--- src/rtl/pageRomPkg.sv ---
package pageRomPkg;
  typedef struct packed {
    logic capture;  // load the output register this cycle
    logic useId;    // source is an identification code
    logic idSel;    // 0 = manufacturer, 1 = device
    logic byteHi;   // byte mode: upper half selected
  } romStrobe_t;
endpackage

--- src/rtl/pageRomCtrl.sv ---
module pageRomCtrl
  import pageRomPkg::*;
#(
  parameter int ADDR_W   = 6,
  parameter int PAGE_W   = 3,
  parameter int RAND_LAT = 4,
  parameter int HIT_LAT  = 2
) (
  input  logic              clk,
  input  logic              rstN,
  input  logic              ceN,
  input  logic              wordMode,
  input  logic              idMode,
  input  logic              rdReq,
  input  logic [ADDR_W-1:0] addr,
  input  logic              lsbIn,
  output romStrobe_t        strobe,
  output logic [ADDR_W-1:0] rdAddr,
  output logic              rdy
);
  localparam int CNT_W = $clog2(RAND_LAT) > 0 ? $clog2(RAND_LAT) : 1;
  localparam int EL_W  = $clog2(RAND_LAT + 1);
  localparam int TAG_W = ADDR_W - PAGE_W;

  logic             busy, pageOpen, lastHit;
  logic             cePrev, wmPrev, idPrev;
  logic [CNT_W-1:0] cnt;
  logic [EL_W-1:0]  elapsed;
  logic [TAG_W-1:0] pageTag;
  logic             useIdReg, idSelReg, byteHiReg;
  logic             accept, modeChg, hit, finish;

  assign accept  = rdReq && !ceN && !busy;
  assign modeChg = (ceN != cePrev) || (wordMode != wmPrev) || (idMode != idPrev);
  assign hit     = pageOpen && !modeChg && !idMode &&
                   (addr[ADDR_W-1:PAGE_W] == pageTag);
  assign finish  = busy && (cnt == '0);

  always_ff @(posedge clk) begin
    if (!rstN) begin
      busy      <= 1'b0;
      pageOpen  <= 1'b0;
      lastHit   <= 1'b0;
      cePrev    <= 1'b1;
      wmPrev    <= 1'b1;
      idPrev    <= 1'b0;
      cnt       <= '0;
      elapsed   <= '0;
      pageTag   <= '0;
      rdAddr    <= '0;
      useIdReg  <= 1'b0;
      idSelReg  <= 1'b0;
      byteHiReg <= 1'b0;
      rdy       <= 1'b0;
    end else begin
      cePrev <= ceN;
      wmPrev <= wordMode;
      idPrev <= idMode;
      rdy    <= 1'b0;
      if (modeChg) pageOpen <= 1'b0;
      if (accept) begin
        busy      <= 1'b1;
        cnt       <= hit ? CNT_W'(HIT_LAT - 1) : CNT_W'(RAND_LAT - 1);
        elapsed   <= '0;
        lastHit   <= hit;
        rdAddr    <= addr;
        useIdReg  <= idMode;
        idSelReg  <= addr[0];
        byteHiReg <= !wordMode && lsbIn;
        pageTag   <= addr[ADDR_W-1:PAGE_W];
        pageOpen  <= !idMode;
      end else if (busy) begin
        elapsed <= elapsed + 1'b1;
        if (finish) begin
          busy <= 1'b0;
          rdy  <= 1'b1;
        end else begin
          cnt <= cnt - 1'b1;
        end
      end
    end
  end

  always_comb begin
    strobe.capture = finish;
    strobe.useId   = useIdReg;
    strobe.idSel   = idSelReg;
    strobe.byteHi  = byteHiReg;
  end

  // ready arrives exactly after the latency chosen at acceptance
  p_latency_r6_r7: assert property (@(posedge clk) disable iff (!rstN)
    rdy |-> (elapsed == (lastHit ? EL_W'(HIT_LAT) : EL_W'(RAND_LAT))));

  // ready is a single-cycle pulse
  p_ready_pulse_r6: assert property (@(posedge clk) disable iff (!rstN)
    rdy |=> !rdy);

  // no read begins while deselected
  p_no_start_standby_r2: assert property (@(posedge clk) disable iff (!rstN)
    $rose(busy) |-> !$past(ceN));
endmodule

--- src/rtl/pageRomData.sv ---
module pageRomData
  import pageRomPkg::*;
#(
  parameter int          ADDR_W   = 6,
  parameter logic [14:0] MFR_CODE = 15'h00C2,
  parameter logic [14:0] DEV_CODE = 15'h1051
) (
  input  logic              clk,
  input  logic              rstN,
  input  romStrobe_t        strobe,
  input  logic [ADDR_W-1:0] rdAddr,
  input  logic              ceN,
  input  logic              oeN,
  input  logic              wordMode,
  output logic [15:0]       dataOut,
  output logic [15:0]       dataOe
);
  localparam int DEPTH      = 1 << ADDR_W;
  localparam int PROG_WORDS = DEPTH / 2;
  localparam logic [15:0] MFR_WORD = {~^MFR_CODE, MFR_CODE};
  localparam logic [15:0] DEV_WORD = {~^DEV_CODE, DEV_CODE};

  logic [15:0] mem [DEPTH];
  logic [15:0] dataReg;
  logic        hiReg;
  logic        driveEn;

  always_ff @(posedge clk) begin
    if (!rstN) begin
      for (int i = 0; i < DEPTH; i++) begin
        mem[i] <= (i < PROG_WORDS) ? {~8'(i), 8'(i)} : 16'hFFFF;
      end
    end
  end

  always_ff @(posedge clk) begin
    if (!rstN) begin
      dataReg <= 16'hFFFF;
      hiReg   <= 1'b0;
    end else if (strobe.capture) begin
      dataReg <= strobe.useId ? (strobe.idSel ? DEV_WORD : MFR_WORD) : mem[rdAddr];
      hiReg   <= strobe.byteHi;
    end
  end

  assign driveEn = !ceN && !oeN;

  always_comb begin
    dataOe  = '0;
    dataOut = '0;
    if (driveEn) begin
      if (wordMode) begin
        dataOe  = 16'hFFFF;
        dataOut = dataReg;
      end else begin
        dataOe  = 16'h00FF;
        dataOut = {8'h00, hiReg ? dataReg[15:8] : dataReg[7:0]};
      end
    end
  end

  // deselected chip drives nothing
  p_standby_hiz_r2: assert property (@(posedge clk) disable iff (!rstN)
    ceN |-> (dataOe == 16'h0000));

  // upper byte lanes are never driven in byte mode
  p_byte_upper_off_r5: assert property (@(posedge clk) disable iff (!rstN)
    !wordMode |-> (dataOe[15:8] == 8'h00));

  // identification words carry odd parity
  p_id_parity_r10: assert property (@(posedge clk) disable iff (!rstN)
    (strobe.capture && strobe.useId) |=> (^dataReg == 1'b1));
endmodule

--- src/rtl/pageRomRead.sv ---
module pageRomRead
  import pageRomPkg::*;
#(
  parameter int          ADDR_W   = 6,
  parameter int          PAGE_W   = 3,
  parameter int          RAND_LAT = 4,
  parameter int          HIT_LAT  = 2,
  parameter logic [14:0] MFR_CODE = 15'h00C2,
  parameter logic [14:0] DEV_CODE = 15'h1051
) (
  input  logic              clk,
  input  logic              rstN,
  input  logic              ceN,
  input  logic              oeN,
  input  logic              wordMode,
  input  logic              idMode,
  input  logic              rdReq,
  input  logic [ADDR_W-1:0] addr,
  input  logic              lsbIn,
  output logic              rdy,
  output logic [15:0]       dataOut,
  output logic [15:0]       dataOe
);
  romStrobe_t        strobe;
  logic [ADDR_W-1:0] rdAddr;

  pageRomCtrl #(
    .ADDR_W(ADDR_W), .PAGE_W(PAGE_W), .RAND_LAT(RAND_LAT), .HIT_LAT(HIT_LAT)
  ) u_ctrl (
    .clk(clk), .rstN(rstN), .ceN(ceN), .wordMode(wordMode), .idMode(idMode),
    .rdReq(rdReq), .addr(addr), .lsbIn(lsbIn),
    .strobe(strobe), .rdAddr(rdAddr), .rdy(rdy)
  );

  pageRomData #(
    .ADDR_W(ADDR_W), .MFR_CODE(MFR_CODE), .DEV_CODE(DEV_CODE)
  ) u_data (
    .clk(clk), .rstN(rstN), .strobe(strobe), .rdAddr(rdAddr),
    .ceN(ceN), .oeN(oeN), .wordMode(wordMode),
    .dataOut(dataOut), .dataOe(dataOe)
  );
endmodule

--- config.mk ---
export PLATFORM = sky130hd
export DESIGN_NAME = pageRomRead
export DESIGN_NICKNAME = d
export VERILOG_FILES = /design/src/rtl/pageRomPkg.sv /design/src/rtl/pageRomCtrl.sv /design/src/rtl/pageRomData.sv /design/src/rtl/pageRomRead.sv
export SDC_FILE = /design/constraint.sdc
export NUM_CORES = 1
export LEC_CHECK = 0
export CAP_MARGIN = 20
export CORE_MARGIN = 4
export CORE_UTILIZATION = 47
export DETAILED_ROUTE_END_ITERATION = 16
export PLACE_DENSITY = 0.79
export SYNTH_ARGS = -nofsm -noshare
export SYNTH_HDL_FRONTEND = slang
export SYNTH_HIERARCHICAL = 1
export SYNTH_SLANG_ARGS = --single-unit
--- constraint.sdc ---
create_clock -name clk -period 1.9 [get_ports clk]
set_clock_uncertainty 0.15 [all_clocks]
set_input_delay 0.38 -clock clk [delete_from_list [all_inputs] [get_ports clk]]
set_output_delay 0.38 -clock clk [all_outputs]
set_load 0.005 [all_outputs]
## After elaboration in Yosys (flattened, before gate mapping)

Memory sizes are Yosys's and may differ from the RTL's. A register that Yosys moved wholly into a read port is not among the register bits.
Index checks and enable logic that the tools add are counted.

- RAM bits: 832
- Register bits after elaboration: 37
- Output and inout bits: 33
- Logic and storage cells: 64
- Input port bits: 14
- Memories kept: 1

- Reductions and logical operators: 21
- Eq/ne operators: 5
- Multiplexer cells: 20
- Add/sub/neg operators: 1
- Bitwise logic cells: 2

Memory list:

| memory | depth | bits a word | read ports | clocked after Yosys merged registers in | write ports | RTL line | text |
|---|---|---|---|---|---|---|---|
| u_data.mem | 64 | 13 | 1 | 1 | 64 | pageRomData.sv:23 | `logic [15:0] mem [DEPTH];` |

Operators with widths:

| cell | number |
|---|---|
| $mux W16 | 6 |
| $mux W6 | 2 |
| $logic_and A1 B1 Y1 | 8 |
| $mux W2 | 4 |
| $mux W8 | 1 |
| $mux W1 | 7 |
| $logic_not A1 Y1 | 6 |
| $reduce_bool A2 Y1 | 2 |
| $eq A3 B3 Y1 | 1 |
| $ne A1 B1 Y1 | 3 |
| $reduce_or A3 Y1 | 1 |
| $logic_not A2 Y1 | 1 |
| $logic_or A1 B1 Y1 | 2 |
| $ne A2 B1 Y1 const B | 1 |
| $not A1 Y1 | 2 |
| $reduce_and A2 Y1 | 1 |
| $sub A2 B1 Y2 const B | 1 |

## Logic depth before layout (Yosys ltp)

Gate-level depths: netlist (run 1).

- Depth in word-level cells: 9
- Depth in mapped cells: 9

## By module

Netlist (run 1), hierarchy kept.

By module, submodules not included:

| module | times used | area each (µm²) | seq. area each (µm²) | cells each |
|---|---|---|---|---|
| pageRomData | 1 | 927.1 | 320.3 | 120 |
| pageRomCtrl | 1 | 710.7 | 320.3 | 79 |

## Worst setup path before layout (run 1)

No wires, ideal clock.

- Path type: input-to-output
- Start point: in oeN
- End point: out dataOe[10]
- Data arrival time: 1.308 ns
- Path buffers: 2
- Slack: 0.062 ns
- Data required time: 1.370 ns
- Stages on the path: 5
- Cell sequence: or2_1 -> buf_2 -> inv_2 -> and2_1 -> buf_4

- Word-level cells in the longest chain between the ends: 3

Ends and longest elaborated chain:

| element | RTL line | text |
|---|---|---|
| start: declaration | pageRomRead.sv:14 | `input logic oeN,` |
| $logic_not A1 Y1 | pageRomData.sv:46 | `assign driveEn = !ceN && !oeN;` |
| $logic_and A1 B1 Y1 | pageRomData.sv:46 |  |
| named net u_data.driveEn | pageRomData.sv:26 | `logic driveEn;` |
| $mux W16 | pageRomData.sv:51 | `if (driveEn) begin` |
| end: declaration | pageRomRead.sv:22 | `output logic [15:0] dataOe` |

The timed path passes the listed nets, and every way through them passes these cells.

## Worst setup path in the final report (run 1)

- Start point: in wordMode
- End point: out dataOut[4]

- Word-level cells in the longest chain between the ends: 2

Ends and longest elaborated chain:

| element | RTL line | text |
|---|---|---|
| start: declaration | pageRomRead.sv:15 | `input logic wordMode,` |
| $mux W16 | pageRomData.sv:52 | `if (wordMode) begin` |
| $mux W16 | pageRomData.sv:51 |  |
| end: declaration | pageRomRead.sv:21 | `output logic [15:0] dataOut,` |

Every way passes these cells.

==> run_results.csv, run 1 <==
group,metric,value,unit
status,status,"complete, no violations",
critical_path,critPathRequiredTime,1.37,ns
detailed_routing,ant_nets,0,
logic_synthesis,synth_edf_count,0,
global_route,antenna_found_initial,0,
critical_path,crit_type,"input pin to primary output",
logic_synthesis,synthCells,199,
cells_and_area,final_area,0.002074,sq mm
logic_synthesis,ys_seq_elements,32,
logic_synthesis,synthArstFlopShare,0,%
min_path,hold_start,"ceN",
logic_synthesis,syn_nets,214,
placed_design,dpl_cell_area,0.001998,sq mm
timing,finalSetupViolations,0,
logic_synthesis,synth_warnings,6,
cts,clkSlewWorstSetupHoldPaths,0.10,ns
timing,rsz0062_at_grt,"yes",
timing,drv_slew,0,
placed_design,dp_hpwl,2509,microns
critical_path,crit_arrival,1.35,ns
critical_path,end_kind,"primary output",
timing,fin_crit,1.880,ns
cts,cts_tree,"built",
cts,cts_buffers,5,
power,cellPowerDensity,673.0,mW/mm^2
critical_path,slowest_delay,0.29,ns
timing,tns,0,ns
global_route,grt-ovfl-total,0,
power,leakage,0.0009569,uW
detailed_routing,vias,1418,
min_path,hold_class,"input pin to flop",
critical_path,crit_chain,"dlygate4sd2_1 -> and2b_2 -> nand2_1 -> a21oi_2 -> clkdlybuf4s15_2",
timing,final.setup.worst_slack,0.02022,ns
detailed_routing,viasPerCell,5.011,
floorplanning,coreArea,0.003363,sq mm
floorplanning,die_w,67.03,microns
critical_path,worst_path_max_delay_cell,"and2b_2",
cts,cts-root-buf,"clkbuf_4",
cells_and_area,diodes,0,
logic_synthesis,ys.flop_type,"dfxtp_1",
power,p_comb_share,18.5,%
cts,htreeDepth,2,
power,max-vdd-ir-drop,0.6155,mV
critical_path,rr_startpoint,"u_ctrl/cnt[0]",
cells_and_area,final_common_cell,"nand2_1",
floorplanning,die_area,0.004493,sq mm
floorplanning,pin_count,47,
logic_synthesis,synth_cell_types,33,
cells_and_area,final_cell_mix,"nand2_1 (38), dfxtp_1 (31), clkdlybuf4s50_1 (11), buf_4 (11), a21oi_1 (11)",
cells_and_area,layout-drive-gt1-share,23.63,%
placed_design,place_congestion,0.7861,
timing,min_period_over_period,98.94,%
placed_design,numPortBuffers,46,
critical_path,critPathMaxFanout,7,
timing,slew_headroom,73.23,%
detailed_routing,remaining_drc_errors,0,
critical_path,crit_start,"wordMode",
power,p_seq_share,52.6,%
critical_path,critPathLaunchType,"input pin",
cts,cts_buffer_depth,2,
detailed_routing,dr.pass1.iters,5,
global_route,grt.total_usage,16.81,%
cells_and_area,area_growth,26.66,%
logic_synthesis,seq_area_frac_synth,39.11,%
cts,hold_buffers,0,
min_path,hold_depth,3,
timing,timing.fmax,0.5320,GHz
logic_synthesis,syn_area,0.001638,sq mm
power,swShare,26.49,%
global_route,grt_pass1_vias,1269,
global_route,grt_pass1_wl,5664,microns
timing,worstMarginPinSlew,0.3973,ns
global_route,grt_max_degree,25,
placed_design,post-place-ws,-0.5969,ns
detailed_routing,initialDrtViolationCount,44,
critical_path,worst_r2r_path_depth,5,
floorplanning,fp-row-count,21,
power,p_sw,369.8,uW
floorplanning,die_h,67.03,microns
timing,hold_viol_final,0,
detailed_routing,routed_wirelength,3563,microns
cells_and_area,nets,251,
run,drv_cap,0,
power,intPower,1026,uW
floorplanning,start_util,48.70,%
detailed_routing,wl_per_cell,12.59,microns
power,clockPowerShare,28.9,%
cts,cts.sinks,32,
cts,clk_latency,0.33,ns
logic_synthesis,avgSynthCellArea,8.230,sq um
-- timing repair --
action | CTS | global route
endpoints found under the setup margin | 32 | 20
cloned | 1 | 0
resized for setup | 105 | 8
hold endpoints to repair | 0 | 0
pin swaps | 2 | 1
buffers inserted | 5 | 0
-- area by class of cell --
type | instances | area, sq um
tap | 46 | 57.56
sequential | 32 | 641.9
inverter | 7 | 31.28
clock buffer | 6 | 51.30
fill | 345 | 1289
multi-input combinational | 129 | 753.2
clock inverter | 2 | 10.01
timing repair buffer | 61 | 529.3
-- state kept, by name, summed over array words and instances, names as in the netlist --
name / cells
u_ctrl/byteHiReg: 1
u_ctrl/idPrev: 1
u_data/dataReg: 15
u_ctrl/wmPrev: 1
u_ctrl/pageOpen: 1
u_ctrl/rdAddr: 6
u_ctrl/rdy: 1
u_ctrl/cnt: 2
u_ctrl/cePrev: 1
u_data/hiReg: 1
u_ctrl/useIdReg: 1
u_ctrl/busy: 1
-- logic make-up after synthesis --
kind of cell | after synthesis | synth area share [%]
compound gates | 37 | 14.82
xor+xnor | 6 | 3.209
fa+ha+maj | 1 | 0.7638
buf+inv | 38 | 16.12
flops | 32 | 39.11
mux | 2 | 1.222
simple gates | 83 | 24.75
-- worst max-delay path: cells and delay by family --
kind,cells,cell delay (ns)
AOI/OAI and AO/OA,1,0.12
buffers and inverters,2,0.47
and+or+nand+nor,2,0.38
-- power groups by stage --
stage	Sequential, uW	Combinational [uW]	Clock (uW)
5_1_grt	739	286	443
6_report	734	258	404
3_3_place_gp	748	258	0
4_1_cts	734	264	413
2_1_floorplan	741	166	0
3_5_place_dp	749	263	0
-- synth_stat cells, drive strengths merged, types with 2 or more instances --
cell type  count  area [sq um]
and3           8         50.05
nand3          8         40.04
nand4          2         12.51
buf           31         237.7
dfxtp         32         640.6
a21oi         12         60.06
xnor2          6         52.55
inv            6         22.52
nand2b         8         50.05
o21ai          8         40.04
mux2i          2         20.02
or2            2         12.51
nand2         39         146.4
nor2           8         32.54
a21boi         9         67.57
a221o          5         50.05
and2           4         26.28
-- layer usage --
metal	vias to the layer above	global-route usage, %	share of wire, %
li1	718	-	-
met1	645	19.20	46
met4	0	6.076	1.4
met3	5	5.902	8.2
met5	-	0	0
met2	50	28.59	45
-- through the flow --
step / utilization (%) / power (uW) / std cells / hold WS [ns]
after floorplan: - / 906.7 / 199 / 0.2812
after global placement: 59.41 / 1006 / 269 / 0.2903
after detailed placement: 59.41 / 1013 / 269 / 0.3019
after CTS: 62.72 / 1411 / 283 / 0.3134
after global routing: 61.68 / 1468 / 283 / 0.2152
final: 61.68 / 1396 / 283 / 0.2304
-- path summary, 6_finish.rpt --
kind,endpoint,slack (ns)
max reg2reg,u_data/dataReg[10],0.12
min reg2reg,u_ctrl/byteHiReg,0.31
max,dataOut[4],0.02
min,u_ctrl/cePrev,0.23
No activity file was read; power rests on OpenSTA's default activity.
==> inputs of run 2 (changes only) <==
--- a/config.mk
+++ b/config.mk
@@ -5,9 +5,10 @@
 export SDC_FILE = /design/constraint.sdc
 export NUM_CORES = 1
 export LEC_CHECK = 0
-export CAP_MARGIN = 20
+export CAP_MARGIN = 5
 export CORE_MARGIN = 4
 export CORE_UTILIZATION = 47
+export CTS_CLUSTER_SIZE = 14
 export DETAILED_ROUTE_END_ITERATION = 16
 export PLACE_DENSITY = 0.79
 export SYNTH_ARGS = -nofsm -noshare
==> results of run 2 <==
The final DEF is identical to that of run 1; final timing and power are the same.
==> inputs of run 3 (changes only) <==
--- a/config.mk
+++ b/config.mk
@@ -5,12 +5,13 @@
 export SDC_FILE = /design/constraint.sdc
 export NUM_CORES = 1
 export LEC_CHECK = 0
+export ABC_CLOCK_PERIOD_IN_PS = 1900
 export CAP_MARGIN = 5
 export CORE_MARGIN = 4
 export CORE_UTILIZATION = 47
-export CTS_CLUSTER_SIZE = 14
 export DETAILED_ROUTE_END_ITERATION = 16
 export PLACE_DENSITY = 0.79
+export REMOVE_ABC_BUFFERS = 1
 export SYNTH_ARGS = -nofsm -noshare
 export SYNTH_HDL_FRONTEND = slang
 export SYNTH_HIERARCHICAL = 1
==> run 3 against run 2 <==
Maximum frequency is 0.73% higher; global-route usage down 0.85 points; sequential share of layout area increased by 0.69 points; wire length fell by 1.7%; utilization down 1.3 points; final area is 2.2% lower.
==> run_results.csv, run 3 (synthesized netlist as in run 1, its figures left out) <==
group,metric,value,unit
status,status,"complete, no violations",
detailed_routing,dr.pass1.iters,4,
critical_path,critPathLaunchType,"input pin",
min_path,hold_class,"input pin to flop",
power,cellPowerDensity,657.6,mW/mm^2
critical_path,end_kind,"primary output",
critical_path,path_buf_inv,5,
timing,finalSetupViolations,0,
run,drv_cap,0,
placed_design,place_congestion,0.7954,
critical_path,worst_path_max_delay_cell,"or2_1",
detailed_routing,initialDrtViolationCount,43,
critical_path,crit_start,"oeN",
global_route,antenna_found_initial,0,
critical_path,rrSetupSlack,0.13,ns
detailed_routing,ant_nets,0,
cells_and_area,final_cell_mix,"nand2_1 (38), dfxtp_1 (31), buf_2 (13)",
global_route,grt_pass1_wl,5464,microns
cts,cts-root-buf,"clkbuf_4",
placed_design,dp.cells,270,
cts,cts.sinks,32,
critical_path,path_common_cell,"clkdlybuf4s15_1",
cells_and_area,area_growth,23.91,%
cts,clkSlewWorstSetupHoldPaths,0.09,ns
critical_path,worst_r2r_path_depth,5,
timing,hold_slack,0.2197,ns
floorplanning,coreArea,0.003363,sq mm
global_route,met2_usage,26.99,%
cts,htreeDepth,2,
global_route,grt_max_degree,25,
critical_path,slowest_delay,0.25,ns
floorplanning,pin_count,47,
cells_and_area,largest_register_ff_count,15,
floorplanning,die_h,67.03,microns
cells_and_area,layout-drive-gt1-share,24.89,%
power,max-vdd-ir-drop,0.3974,mV
cells_and_area,nets,252,
cells_and_area,seq_area,641.9,sq um
timing,tns,0,ns
cells_and_area,final_area,0.002029,sq mm
detailed_routing,remaining_drc_errors,0,
timing,timing.fmax,0.5359,GHz
critical_path,critPathRequiredTime,1.37,ns
detailed_routing,vias,1383,
global_route,global_route.usage.met1,18.95,%
placed_design,dpl_cell_area,0.002018,sq mm
min_path,hold_depth,3,
critical_path,worstReg2RegEnd,"u_data/dataReg[11]",
cells_and_area,final_util,60.34,%
cts,cts_tree,"built",
critical_path,crit_chain,"clkdlybuf4s15_1 -> or2_1 -> inv_2 -> buf_12 -> buf_4 -> clkdlybuf4s15_1",
cells_and_area,multi_input_area,759.5,sq um
cells_and_area,nFillCells,358,
detailed_routing,viasPerCell,4.887,
floorplanning,die_w,67.03,microns
placed_design,dp_hpwl,2542,microns
critical_path,crit_arrival,1.34,ns
timing,slew_headroom,73.32,%
min_path,hold_path_end,"u_ctrl/cePrev",
cells_and_area,final_common_cell,"nand2_1",
detailed_routing,wl_per_cell,12.38,microns
timing,fin_crit,1.866,ns
timing,worstMarginPinSlew,0.3960,ns
detailed_routing,routed_wirelength,3503,microns
cts,cts_buffer_depth,2,
cells_and_area,fin_cells,283,
global_route,grt.total_usage,15.96,%
global_route,grt_busiest_layer,"met2",
global_route,grt-ovfl-total,0,
cells_and_area,largest-register,"u_data/dataReg",
global_route,met3_usage,5.734,%
critical_path,crit_type,"input pin to primary output",
cts,clk_latency,0.32,ns
critical_path,rr_startpoint,"u_ctrl/cnt[0]",
cells_and_area,largestRegisters,"u_data/dataReg: 15 flops, u_ctrl/rdAddr: 6 flops, u_ctrl/cnt: 2 flops",
timing,rsz0062_at_grt,"no",
floorplanning,die_area,0.004493,sq mm
cts,cts_buffers,5,
timing,min_period_over_period,98.22,%
timing,hold_viol_final,0,
cells_and_area,diodes,0,
floorplanning,fp-row-count,21,
power,leakage,0.0009485,uW
floorplanning,start_util,48.70,%
critical_path,cp_top_family,"buffers and inverters",
placed_design,numPortBuffers,46,
min_path,hold_start,"ceN",
global_route,grt_pass1_vias,1245,
timing,drv_slew,0,
critical_path,critPathMaxFanout,8,
## run 3: cell count changes in the layout (fill, tap and decap cells not counted), sizes merged
cell and delta:
clkdlybuf4s15 -6, clkinv -1, clkbuf +3, dlygate4sd2 +1, buf +3
## run 3: where the power goes
| group | internal, uW | total (uW) | switching [uW] |
|---|---|---|---|
| registers | 708 | 734 | 26.1 |
| clock network | 136 | 349 | 213 |
| logic | 138 | 252 | 114 |
| total | 982 | 1330 | 353 |
## run 3: stage by stage
stage / setup WS [ns] / total power, uW
3_5_place_dp: -0.6374 / 1017
3_3_place_gp: -0.5907 / 1011
2_1_floorplan: 0.04621 / 860.0
5_1_grt: 0.001951 / 1411
6_report: 0.03385 / 1335
4_1_cts: -0.002696 / 1352
## run 3: worst register-to-register path, delay by kind of cell (launching register included)
family                     cells  cell delay, ns
and+or+nand+nor                1            0.30
DFF                            1            0.31
buffers and inverters          2            0.36
adders and majority gates      1            0.18
AOI/OAI and AO/OA              1            0.37
## run 3: timing repair
item | 4_1_cts | 5_1_grt
gates resized for setup | 99 | 17
buffers inserted | 6 | 1
pin swaps | 2 | 3
hold buffers | 0 | 0
endpoints found under the setup margin | 32 | 9
## run 3: layer usage
layer | up-vias | part of all wire (%)
li1 | 720 | -
met1 | 616 | 46
met2 | 45 | 44
met3 | 2 | 9.6
met4 | 0 | 0.43
met5 | - | 0
## run 3: area by class of cell
| class | instances | area share (%) |
|---|---|---|
| multi-input combinational | 129 | 37.42 |
| tap | 46 | 2.836 |
| sequential | 32 | 31.63 |
| clock inverter | 1 | 0.2466 |
| clock buffer | 6 | 2.035 |
| inverter | 7 | 1.295 |
| timing repair buffer | 62 | 24.54 |
## run 3: worst max-delay path by stage
stage / endpoint / cells after the start
floorplan: dataOe[10] / 3
global placement: dataOut[6] / 5
detailed placement: dataOe[15] / 5
CTS: dataOut[6] / 5
global route: dataOe[3] / 6
finish: dataOe[3] / 6
